## src/rtl/aptr_pkg.sv

```systemverilog
package aptr_pkg;
  localparam int CTRL_AI_LSB = 5;

  typedef enum logic [3:0] {
    ST_IDLE,
    ST_ADDR,
    ST_CTRL,
    ST_WDATA,
    ST_RDATA,
    ST_RST1,
    ST_RST2,
    ST_RSTOK,
    ST_SKIP
  } state_t;

  typedef struct packed {
    logic loadCtrl;
    logic stepPtr;
    logic issueWr;
    logic issueRd;
    logic clearAll;
  } strobe_t;
endpackage

```

## src/rtl/aptr_match.sv

```systemverilog
module aptr_match #(
  parameter int NUM_SUB = 3,
  parameter logic [6:0] RESET_ADDR = 7'h03
) (
  input  logic [6:0]           addr,
  input  logic [6:0]           hwAddr,
  input  logic [6:0]           allCallAddr,
  input  logic                 allCallEn,
  input  logic [NUM_SUB*7-1:0] subAddr,
  input  logic [NUM_SUB-1:0]   subEn,
  output logic                 hit,
  output logic                 resetHit
);
  logic [NUM_SUB-1:0] subHit;

  for (genvar i = 0; i < NUM_SUB; i++) begin : g_sub
    assign subHit[i] = subEn[i] && (addr == subAddr[i*7 +: 7]);
  end

  assign hit = (addr == hwAddr) || (allCallEn && (addr == allCallAddr)) || (|subHit);
  assign resetHit = (addr == RESET_ADDR);
endmodule

```

## src/rtl/aptr_control.sv

```systemverilog
module aptr_control #(
  parameter int NUM_REGS = 28,
  parameter logic [6:0] RESET_ADDR = 7'h03
) (
  input  logic              clk,
  input  logic              rstN,
  input  logic              busStart,
  input  logic              busStop,
  input  logic              rxValid,
  input  logic [7:0]        rxByte,
  input  logic              txDone,
  input  logic              txMasterAck,
  input  logic              hit,
  input  logic              resetHit,
  output aptr_pkg::strobe_t ctl,
  output logic              ackValid,
  output logic              ackBit,
  output logic              txActive,
  output logic              swReset
);
  import aptr_pkg::*;

  state_t stateQ, stateD;
  logic   ackVD, ackBD, rstD;
  logic   rw, ctrlInRange;

  assign rw = rxByte[0];
  assign ctrlInRange = (32'(rxByte[4:0]) < NUM_REGS);

  always_comb begin
    stateD = stateQ;
    ctl    = '0;
    ackVD  = 1'b0;
    ackBD  = 1'b0;
    rstD   = 1'b0;
    if (busStart) begin
      stateD = ST_ADDR;
    end else if (busStop) begin
      if (stateQ == ST_RSTOK) begin
        rstD         = 1'b1;
        ctl.clearAll = 1'b1;
      end
      stateD = ST_IDLE;
    end else if (rxValid) begin
      ackVD = 1'b1;
      case (stateQ)
        ST_ADDR: begin
          if (resetHit) begin
            if (!rw) begin
              ackBD  = 1'b1;
              stateD = ST_RST1;
            end else begin
              stateD = ST_SKIP;
            end
          end else if (hit) begin
            ackBD = 1'b1;
            if (rw) begin
              stateD      = ST_RDATA;
              ctl.issueRd = 1'b1;
            end else begin
              stateD = ST_CTRL;
            end
          end else begin
            stateD = ST_SKIP;
          end
        end
        ST_CTRL: begin
          if (ctrlInRange) begin
            ackBD        = 1'b1;
            ctl.loadCtrl = 1'b1;
            stateD       = ST_WDATA;
          end else begin
            stateD = ST_SKIP;
          end
        end
        ST_WDATA: begin
          ackBD       = 1'b1;
          ctl.issueWr = 1'b1;
          ctl.stepPtr = 1'b1;
        end
        ST_RST1: begin
          if (rxByte == 8'hA5) begin
            ackBD  = 1'b1;
            stateD = ST_RST2;
          end else begin
            stateD = ST_SKIP;
          end
        end
        ST_RST2: begin
          if (rxByte == 8'h5A) begin
            ackBD  = 1'b1;
            stateD = ST_RSTOK;
          end else begin
            stateD = ST_SKIP;
          end
        end
        ST_IDLE: stateD = ST_IDLE;
        default: stateD = ST_SKIP;
      endcase
    end else if (txDone && stateQ == ST_RDATA) begin
      ctl.stepPtr = 1'b1;
      if (txMasterAck) ctl.issueRd = 1'b1;
      else stateD = ST_SKIP;
    end
  end

  always_ff @(posedge clk or negedge rstN) begin
    if (!rstN) begin
      stateQ   <= ST_IDLE;
      ackValid <= 1'b0;
      ackBit   <= 1'b0;
      swReset  <= 1'b0;
    end else begin
      stateQ   <= stateD;
      ackValid <= ackVD;
      ackBit   <= ackBD;
      swReset  <= rstD;
    end
  end

  assign txActive = (stateQ == ST_RDATA);

  // an ack decision only follows a received byte
  assert_ack_follows_byte_R2: assert property (@(posedge clk) disable iff (!rstN)
    ackValid |-> $past(rxValid));

  // reset call with read bit is refused
  assert_reset_read_nack_R4: assert property (@(posedge clk) disable iff (!rstN)
    (stateQ == ST_ADDR && rxValid && !busStart && !busStop && rxByte == {RESET_ADDR, 1'b1})
    |=> (ackValid && !ackBit));

  // controller NACK closes the read
  assert_read_ends_on_nack_R9: assert property (@(posedge clk) disable iff (!rstN)
    (stateQ == ST_RDATA && txDone && !txMasterAck && !busStart && !busStop && !rxValid)
    |=> !txActive);

  // a reset pulse needs a STOP after the complete sequence
  assert_reset_needs_stop_R10: assert property (@(posedge clk) disable iff (!rstN)
    swReset |-> $past(busStop && stateQ == ST_RSTOK));
endmodule

```

## src/rtl/aptr_datapath.sv

```systemverilog
module aptr_datapath #(
  parameter int NUM_REGS = 28,
  parameter int PTR_W = 5
) (
  input  logic              clk,
  input  logic              rstN,
  input  aptr_pkg::strobe_t ctl,
  input  logic [7:0]        rxByte,
  output logic [PTR_W-1:0]  regAddr,
  output logic [7:0]        wrData,
  output logic              wrStrobe,
  output logic              rdStrobe,
  output logic [2:0]        aiField
);
  import aptr_pkg::*;

  localparam logic [PTR_W-1:0] LAST_REG = PTR_W'(NUM_REGS - 1);

  logic [PTR_W-1:0] ptrQ, ptrStep;
  logic [2:0]       aiQ;

  always_comb begin
    ptrStep = ptrQ;
    if (aiQ != 3'd0) ptrStep = (ptrQ == LAST_REG) ? '0 : ptrQ + 1'b1;
  end

  always_ff @(posedge clk or negedge rstN) begin
    if (!rstN) begin
      ptrQ     <= '0;
      aiQ      <= '0;
      regAddr  <= '0;
      wrData   <= '0;
      wrStrobe <= 1'b0;
      rdStrobe <= 1'b0;
    end else begin
      wrStrobe <= ctl.issueWr;
      rdStrobe <= ctl.issueRd;
      if (ctl.issueWr) begin
        regAddr <= ptrQ;
        wrData  <= rxByte;
      end else if (ctl.issueRd) begin
        regAddr <= ctl.stepPtr ? ptrStep : ptrQ;
      end
      if (ctl.clearAll) begin
        ptrQ <= '0;
        aiQ  <= '0;
      end else if (ctl.loadCtrl) begin
        ptrQ <= rxByte[PTR_W-1:0];
        aiQ  <= rxByte[7:CTRL_AI_LSB];
      end else if (ctl.stepPtr) begin
        ptrQ <= ptrStep;
      end
    end
  end

  assign aiField = aiQ;

  // pointer never leaves the register range
  assert_ptr_range_R7: assert property (@(posedge clk) disable iff (!rstN)
    32'(ptrQ) < NUM_REGS);

  // a zero auto-increment field freezes the pointer
  assert_ptr_fixed_R7: assert property (@(posedge clk) disable iff (!rstN)
    (aiQ == 3'd0 && !ctl.loadCtrl && !ctl.clearAll) |=> (ptrQ == $past(ptrQ)));
endmodule

```

## src/rtl/i2c_addr_decoder.sv

```systemverilog
module i2c_addr_decoder #(
  parameter int NUM_REGS = 28,
  parameter int NUM_SUB = 3,
  parameter logic [6:0] RESET_ADDR = 7'h03,
  parameter int PTR_W = $clog2(NUM_REGS)
) (
  input  logic                 clk,
  input  logic                 rstN,
  input  logic                 busStart,
  input  logic                 busStop,
  input  logic                 rxValid,
  input  logic [7:0]           rxByte,
  input  logic                 txDone,
  input  logic                 txMasterAck,
  input  logic [6:0]           hwAddr,
  input  logic [6:0]           allCallAddr,
  input  logic                 allCallEn,
  input  logic [NUM_SUB*7-1:0] subAddr,
  input  logic [NUM_SUB-1:0]   subEn,
  output logic                 ackValid,
  output logic                 ackBit,
  output logic                 txActive,
  output logic                 wrStrobe,
  output logic                 rdStrobe,
  output logic [PTR_W-1:0]     regAddr,
  output logic [7:0]           wrData,
  output logic [2:0]           aiField,
  output logic                 swReset
);
  aptr_pkg::strobe_t ctl;
  logic hit, resetHit;

  aptr_match #(.NUM_SUB(NUM_SUB), .RESET_ADDR(RESET_ADDR)) i_match (
    .addr(rxByte[7:1]), .hwAddr(hwAddr), .allCallAddr(allCallAddr),
    .allCallEn(allCallEn), .subAddr(subAddr), .subEn(subEn),
    .hit(hit), .resetHit(resetHit)
  );

  aptr_control #(.NUM_REGS(NUM_REGS), .RESET_ADDR(RESET_ADDR)) i_control (
    .clk(clk), .rstN(rstN), .busStart(busStart), .busStop(busStop),
    .rxValid(rxValid), .rxByte(rxByte), .txDone(txDone), .txMasterAck(txMasterAck),
    .hit(hit), .resetHit(resetHit), .ctl(ctl), .ackValid(ackValid),
    .ackBit(ackBit), .txActive(txActive), .swReset(swReset)
  );

  aptr_datapath #(.NUM_REGS(NUM_REGS), .PTR_W(PTR_W)) i_datapath (
    .clk(clk), .rstN(rstN), .ctl(ctl), .rxByte(rxByte), .regAddr(regAddr),
    .wrData(wrData), .wrStrobe(wrStrobe), .rdStrobe(rdStrobe), .aiField(aiField)
  );
endmodule

```

## config.mk

```make
export PLATFORM = sky130hd
export DESIGN_NAME = i2c_addr_decoder
export DESIGN_NICKNAME = d
export VERILOG_FILES = /design/src/rtl/aptr_pkg.sv /design/src/rtl/aptr_match.sv /design/src/rtl/aptr_control.sv /design/src/rtl/aptr_datapath.sv /design/src/rtl/i2c_addr_decoder.sv
export SDC_FILE = /design/constraint.sdc
export NUM_CORES = 1
export LEC_CHECK = 0
export ABC_AREA = 1
export BUFFER_PORTS_ARGS = -buffer_cell sky130_fd_sc_hd__clkbuf_2
export CAP_MARGIN = 40
export CORE_ASPECT_RATIO = 0.9
export CORE_UTILIZATION = 45
export DETAILED_ROUTE_END_ITERATION = 12
export PLACE_DENSITY = 0.72
export RECOVER_POWER = 50
export SYNTH_ARGS = -nofsm -noshare
export SYNTH_HDL_FRONTEND = slang
export SYNTH_SLANG_ARGS = --single-unit
```

## constraint.sdc

```tcl
create_clock -name clk -period 3.9 [get_ports clk]
set_input_delay 0.195 -clock clk [delete_from_list [all_inputs] [get_ports clk]]
set_output_delay 0.195 -clock clk [all_outputs]
set_load 0.03 [all_outputs]
```

==> Yosys cells after proc, flatten, opt, wreduce, memory -nomap -nowiden <==
Cells that the tools add are included.
{ "totals": {"output_inout_bits": 22, "input_bits": 54, "wordCells": 97, "regBits": 30} }
{ "classes": {"reduce_logical": 14, "eq_ne": 18, "mux": 53, "magnitude_cmp": 1, "add_sub_neg": 1} }
{ "ops": {"columns": ["cell", "n"], "rows": [
  ["$mux W4", 12],
  ["$mux W5", 8],
  ["$eq A7 B7 Y1", 5],
  ["$mux W1", 27],
  ["$pmux W4 S6", 1],
  ["$eq A4 B3 Y1 const B", 4],
  ["$mux W3", 3],
  ["$eq A4 B2 Y1 const B", 2],
  ["$eq A8 B7 Y1 const B", 1],
  ["$eq A8 B8 Y1 const B", 1],
  ["$ne A4 B4 Y1 const B", 2],
  ["$eq A7 B2 Y1 const B", 1],
  ["$add A5 B1 Y5 const B", 1],
  ["$eq A5 B5 Y1 const B", 1],
  ["$logic_and A1 B1 Y1", 5],
  ["$lt A5 B5 Y1 const B", 1],
  ["$pmux W1 S5", 1],
  ["$eq A4 B1 Y1 const B", 1],
  ["$logic_not A4 Y1", 1],
  ["$reduce_bool A2 Y1", 2],
  ["$reduce_bool A4 Y1", 1],
  ["$reduce_and A3 Y1", 1],
  ["$reduce_bool A3 Y1", 1],
  ["$reduce_or A3 Y1", 1],
  ["other kinds (2)", 3]
]} }

==> Longest topological paths before layout <==
{ "logic_depth": {"word_depth": 13, "mapped_depth": 15, "mapped_depth_nobuf": 15} }

==> Modules after synthesis <==
From an unflattened synthesis, not the netlist that was laid out.
{ "unflattened": {"cells_unflattened": 409, "hier_area_um2": 2392.3} }
{ "modules_own_cells": {"columns": ["mod", "instances", "area_each_um2", "cells_each", "seq_area_each_um2"], "rows": [
  ["aptr_datapath", 1, 1072.3, 133, 575.6],
  ["aptr_control", 1, 669.4, 117, 175.2],
  ["aptr_match", 1, 650.6, 159, 0.0]
]} }

==> Worst setup path before layout <==
No wires, ideal clock.
{ "synth_timing": {"kind": "flip-flop to flip-flop", "from": "register i_control.stateQ[3]", "to": "register i_datapath.regAddr[1]", "synth_period_minus_slack_ns": 1.510, "setup_ns": 0.119, "slack_ns": 2.390, "stages_incl_launch_ff": 9, "n_path_buf": 2, "arrival_time_ns": 1.391, "required_ns": 3.781, "cell_sequence": "dfrtp_1 -> nor2_2 -> nand3_2 -> nor2_8 -> inv_2 -> buf_4 -> buf_2 -> nand4_1 -> nand2_1"} }
{ "synth_lines": {"columns": ["item", "line", "source"], "rows": [
  ["start, declared", "aptr_control.sv:23", "state_t stateQ, stateD;"],
  ["start signal, assigned", "aptr_control.sv:114", "stateQ <= stateD;"],
  ["end signal, assigned", "aptr_datapath.sv:39", "regAddr <= ptrQ;"],
  ["end signal, assigned", "aptr_datapath.sv:42", "regAddr <= ctl.stepPtr ? ptrStep : ptrQ;"],
  ["end, declared", "aptr_datapath.sv:9", "output logic [PTR_W-1:0] regAddr,"]
]} }

==> Worst setup path in the final report <==
{ "layout_timing": {"from": "register i_control.stateQ[3]", "to": "register i_control.stateQ[2]"} }
{ "layout_via": {"elab_chain_len": 5, "elab_cells_between_ends": 15, "classes_between": "7 x eq/ne; 4 x mux; 4 x reduce/logical"} }
{ "layout_lines": {"columns": ["item", "line", "source"], "rows": [
  ["$eq A4 B3 Y1, or another cell as far along", "aptr_control.sv:46", "case (stateQ)"],
  ["$pmux W4 S6", "aptr_control.sv:46", null],
  ["$mux W4", "aptr_control.sv:44", "end else if (rxValid) begin"],
  ["$mux W4", "aptr_control.sv:38", "end else if (busStop) begin"],
  ["$mux W4", "aptr_control.sv:36", "if (busStart) begin"]
]} }
Several ways; a longest one is shown, not always the timed one.
A chain may end at the register's enable or synchronous reset.

==> flow_summary.yaml <==
layout:
  final_cell_mix: "152 x nand2_1, 53 x clkbuf_2, 44 x inv_1"
  area_growth_pct: 17.99
  fin_nets: 517
  diodes: 0
  drive_gt1_frac: 0.2246
  stdcell_area_sq_um: 2938
  nFillCells: 554
  layout_commonest_cell: "nand2_1"
clock_network:
  clk_latency_ns: 0.29
  cts_tree: "built"
  htree_num_levels: 2
  cts_made_buffers: 5
  cts.sinks: 30
  clkTransAtPathRegs_ns: 0.07
  root_buffer: "clkbuf_8"
  cts_buffer_depth: 2
grt:
  grt_pass1_vias: 2512
  antenna_found_initial: 0
  grt_start_max_net_pins: 31
  track_usage: 0.2493
  grt_pass1_wl_microns: 11230
  grt-ovfl-total: 0
timing:
  skew_ns: 0.004774
  rsz0062_at_grt: "no"
  max_slew_margin: -0.06416
  timing.fmax_mhz: 438.8
  drv_slew: 31
  tns_ns: 0
  worst_slew_pin_slew_ns: 1.596
  period_minus_slack_ns: 2.279
  hold_violations: 0
  period_share: 0.5844
  setup-violations-final: 0
yosys:
  ys.warnings.count: 0
  syn-num-nets: 445
  yosysSeqAreaShare: 0.3015
  yosys_register_bits: 30
  synth_area_sq_um: 2490
  avgSynthCellArea_sq_um: 6.384
  synth_cell_types: 37
  synthCells: 390
floorplan:
  num_io_pins: 76
  die_w_microns: 80.41
  fp.dieArea_sq_um: 5835
  num_rows: 25
  dieHeight_microns: 72.57
  coreArea_sq_um: 5286
  start_util: 0.4710
worst_hold_path:
  hold_depth: 3
  hp-class: "in -> reg"
power:
  power_density_nw_per_um2: 261.5
  power_frac_seq: 0.429
  combinationalPowerShare: 0.213
  p_sw_uw: 248.0
  vdd_drop_max_uv: 136.5
  p_sw_frac: 0.3228
  p_clk_frac: 0.358
  p_int_uw: 520.3
  p_leak_nw: 1.666
worst_setup_path:
  arrival_ns: 2.46
  timing.rr.start: "i_control.stateQ[3]"
  path_max_fanout: 30
  path_cells: "nor2_2, nand3_2, nor2_1, inv_2, nand2_1, nor3_1, nand2_1, nand2_1"
  crit_slowest_cell: "nor2_1"
  required_ns: 4.08
  slowest_delay_ns: 0.58
  rr_endpoint: "i_control.stateQ[2]"
  crit_type: "reg -> reg"
  crit_start: "i_control.stateQ[3]"
  ff2ff_path_depth: 8
  worstSetupStartpointType: "flop"
  r2r_slack_ns: 1.62
  endpoint: "i_control.stateQ[2]"
  end_kind: "flop"
  path_common_cell: "nand2_1"
detailed_routing:
  wl_microns: 6464
  via_per_inst: 4.972
  ant_nets: 0
  first_iter_violations: 148
  firstDrtPassIters: 4
  vias: 2635
  route.detailed.drc: 0
  wl_per_cell_microns: 12.20
job:
  maxCapViolations: 1
outcome:
  status: "finished, violations left"
  violations: "max-capacitance violations, max-slew violations"
place:
  hpwl_microns: 5064
  numPortBuffers: 75
  place.gp.congestion: 0.8536
  placed_area_sq_um: 2879
Yosys cell counts (all sizes together):
cell | instances | area, sq um
nand2 | 159 | 621.8
inv | 57 | 224.0
nor2 | 45 | 226.5
dfrtp | 30 | 750.7
o21ai | 25 | 128.9
nand3 | 22 | 167.7
nand4 | 12 | 75.07
buf | 10 | 66.31
nor3 | 6 | 35.03
o22ai | 4 | 25.02
a21oi | 3 | 22.52
nor4 | 3 | 31.28
xnor2 | 3 | 26.28
xor2 | 3 | 26.28
o211ai | 2 | 15.01
a31oi | 1 | 6.260
and3 | 1 | 6.260
clkbuf | 1 | 3.750
ha | 1 | 12.51
o31ai | 1 | 12.51
or2 | 1 | 6.260
stage by stage:
| step | power [mW] | instances | utilization | hold WS [ns] | setup WS, ns |
|---|---|---|---|---|---|
| after global placement | 0.4987 | 521 | 0.5446 | 0.2925 | 2.197 |
| final | 0.7683 | 530 | 0.5557 | 0.1827 | 1.621 |
| after detailed placement | 0.5008 | 521 | 0.5446 | 0.2935 | 2.140 |
| after CTS | 0.7723 | 530 | 0.5645 | 0.1706 | 2.130 |
| after global routing | 0.8116 | 530 | 0.5557 | 0.1756 | 1.299 |
| after floorplan | 0.4376 | 390 | - | -0.1006 | 2.390 |
registers in the layout, indices dropped and copies added (netlist names):
| signal | cells |
|---|---|
| i_datapath.wrData | 8 |
| i_datapath.ptrQ | 5 |
| i_datapath.regAddr | 5 |
| i_control.stateQ | 4 |
| i_datapath.aiField | 3 |
| i_control.ackBit | 1 |
| i_control.ackValid | 1 |
| i_control.swReset | 1 |
| i_datapath.rdStrobe | 1 |
| i_datapath.wrStrobe | 1 |
logic make-up (layout without fill, tap and decap cells):
logic type      after synthesis  after routing  share of synthesized area
flops                        30             30                     0.3015
compound gates               36             36                    0.08442
fa+ha+maj                     1              1                   0.005024
simple gates                249            249                     0.4698
buf+inv                      68            141                     0.1181
xor+xnor                      6              6                    0.02111
power by group through the flow:
stage | logic (mW) | clock network [mW] | registers (mW)
after floorplan | 0.0916 | 0 | 0.346
after global routing | 0.186 | 0.294 | 0.331
final | 0.163 | 0.275 | 0.330
after detailed placement | 0.165 | 0 | 0.336
after global placement | 0.164 | 0 | 0.335
after CTS | 0.166 | 0.276 | 0.330
critical path, delay by kind of cell, from the launching register on:
family | cells | cell delay, ns
buf+inv | 1 | 0.39
simple gates | 7 | 1.34
flops | 1 | 0.44
routing by layer:
layer,GRT usage,vias up,part of all wire
li1,-,1373,-
met1,0.3159,1183,0.45
met2,0.4266,67,0.49
met3,0.04528,12,0.051
met4,0.08333,0,0.015
met5,0,-,0
worst min-delay path by stage:
stage	to	slack, ns	startpoint
floorplan	i_control.ackBit	-0.10	rstN
global placement	i_datapath.wrData[5]	0.29	rstN
detailed placement	i_datapath.wrData[5]	0.29	rstN
CTS	i_datapath.rdStrobe	0.17	txMasterAck
global route	i_datapath.rdStrobe	0.18	txMasterAck
finish	i_datapath.rdStrobe	0.18	txMasterAck
final cells by class:
type,count,area [sq um],share of cell area
multi-input combinational,292,1426,0.4855
sequential,30,750.7,0.2555
timing repair buffer,76,357.8,0.1218
inverter,57,224.0,0.07624
tap,67,83.83,0.02853
clock buffer,6,82.58,0.02811
clock inverter,2,12.51,0.004259
timing repair:
| item | 4_1_cts | 5_1_grt |
|---|---|---|
| endpoints found under the hold margin | 30 | 0 |
| setup buffers | 0 | 0 |
| gates resized for setup | 0 | 0 |
| endpoints found under the setup margin | 0 | 0 |
| hold buffers | 1 | 0 |
(Power assumes the default switching activity.)
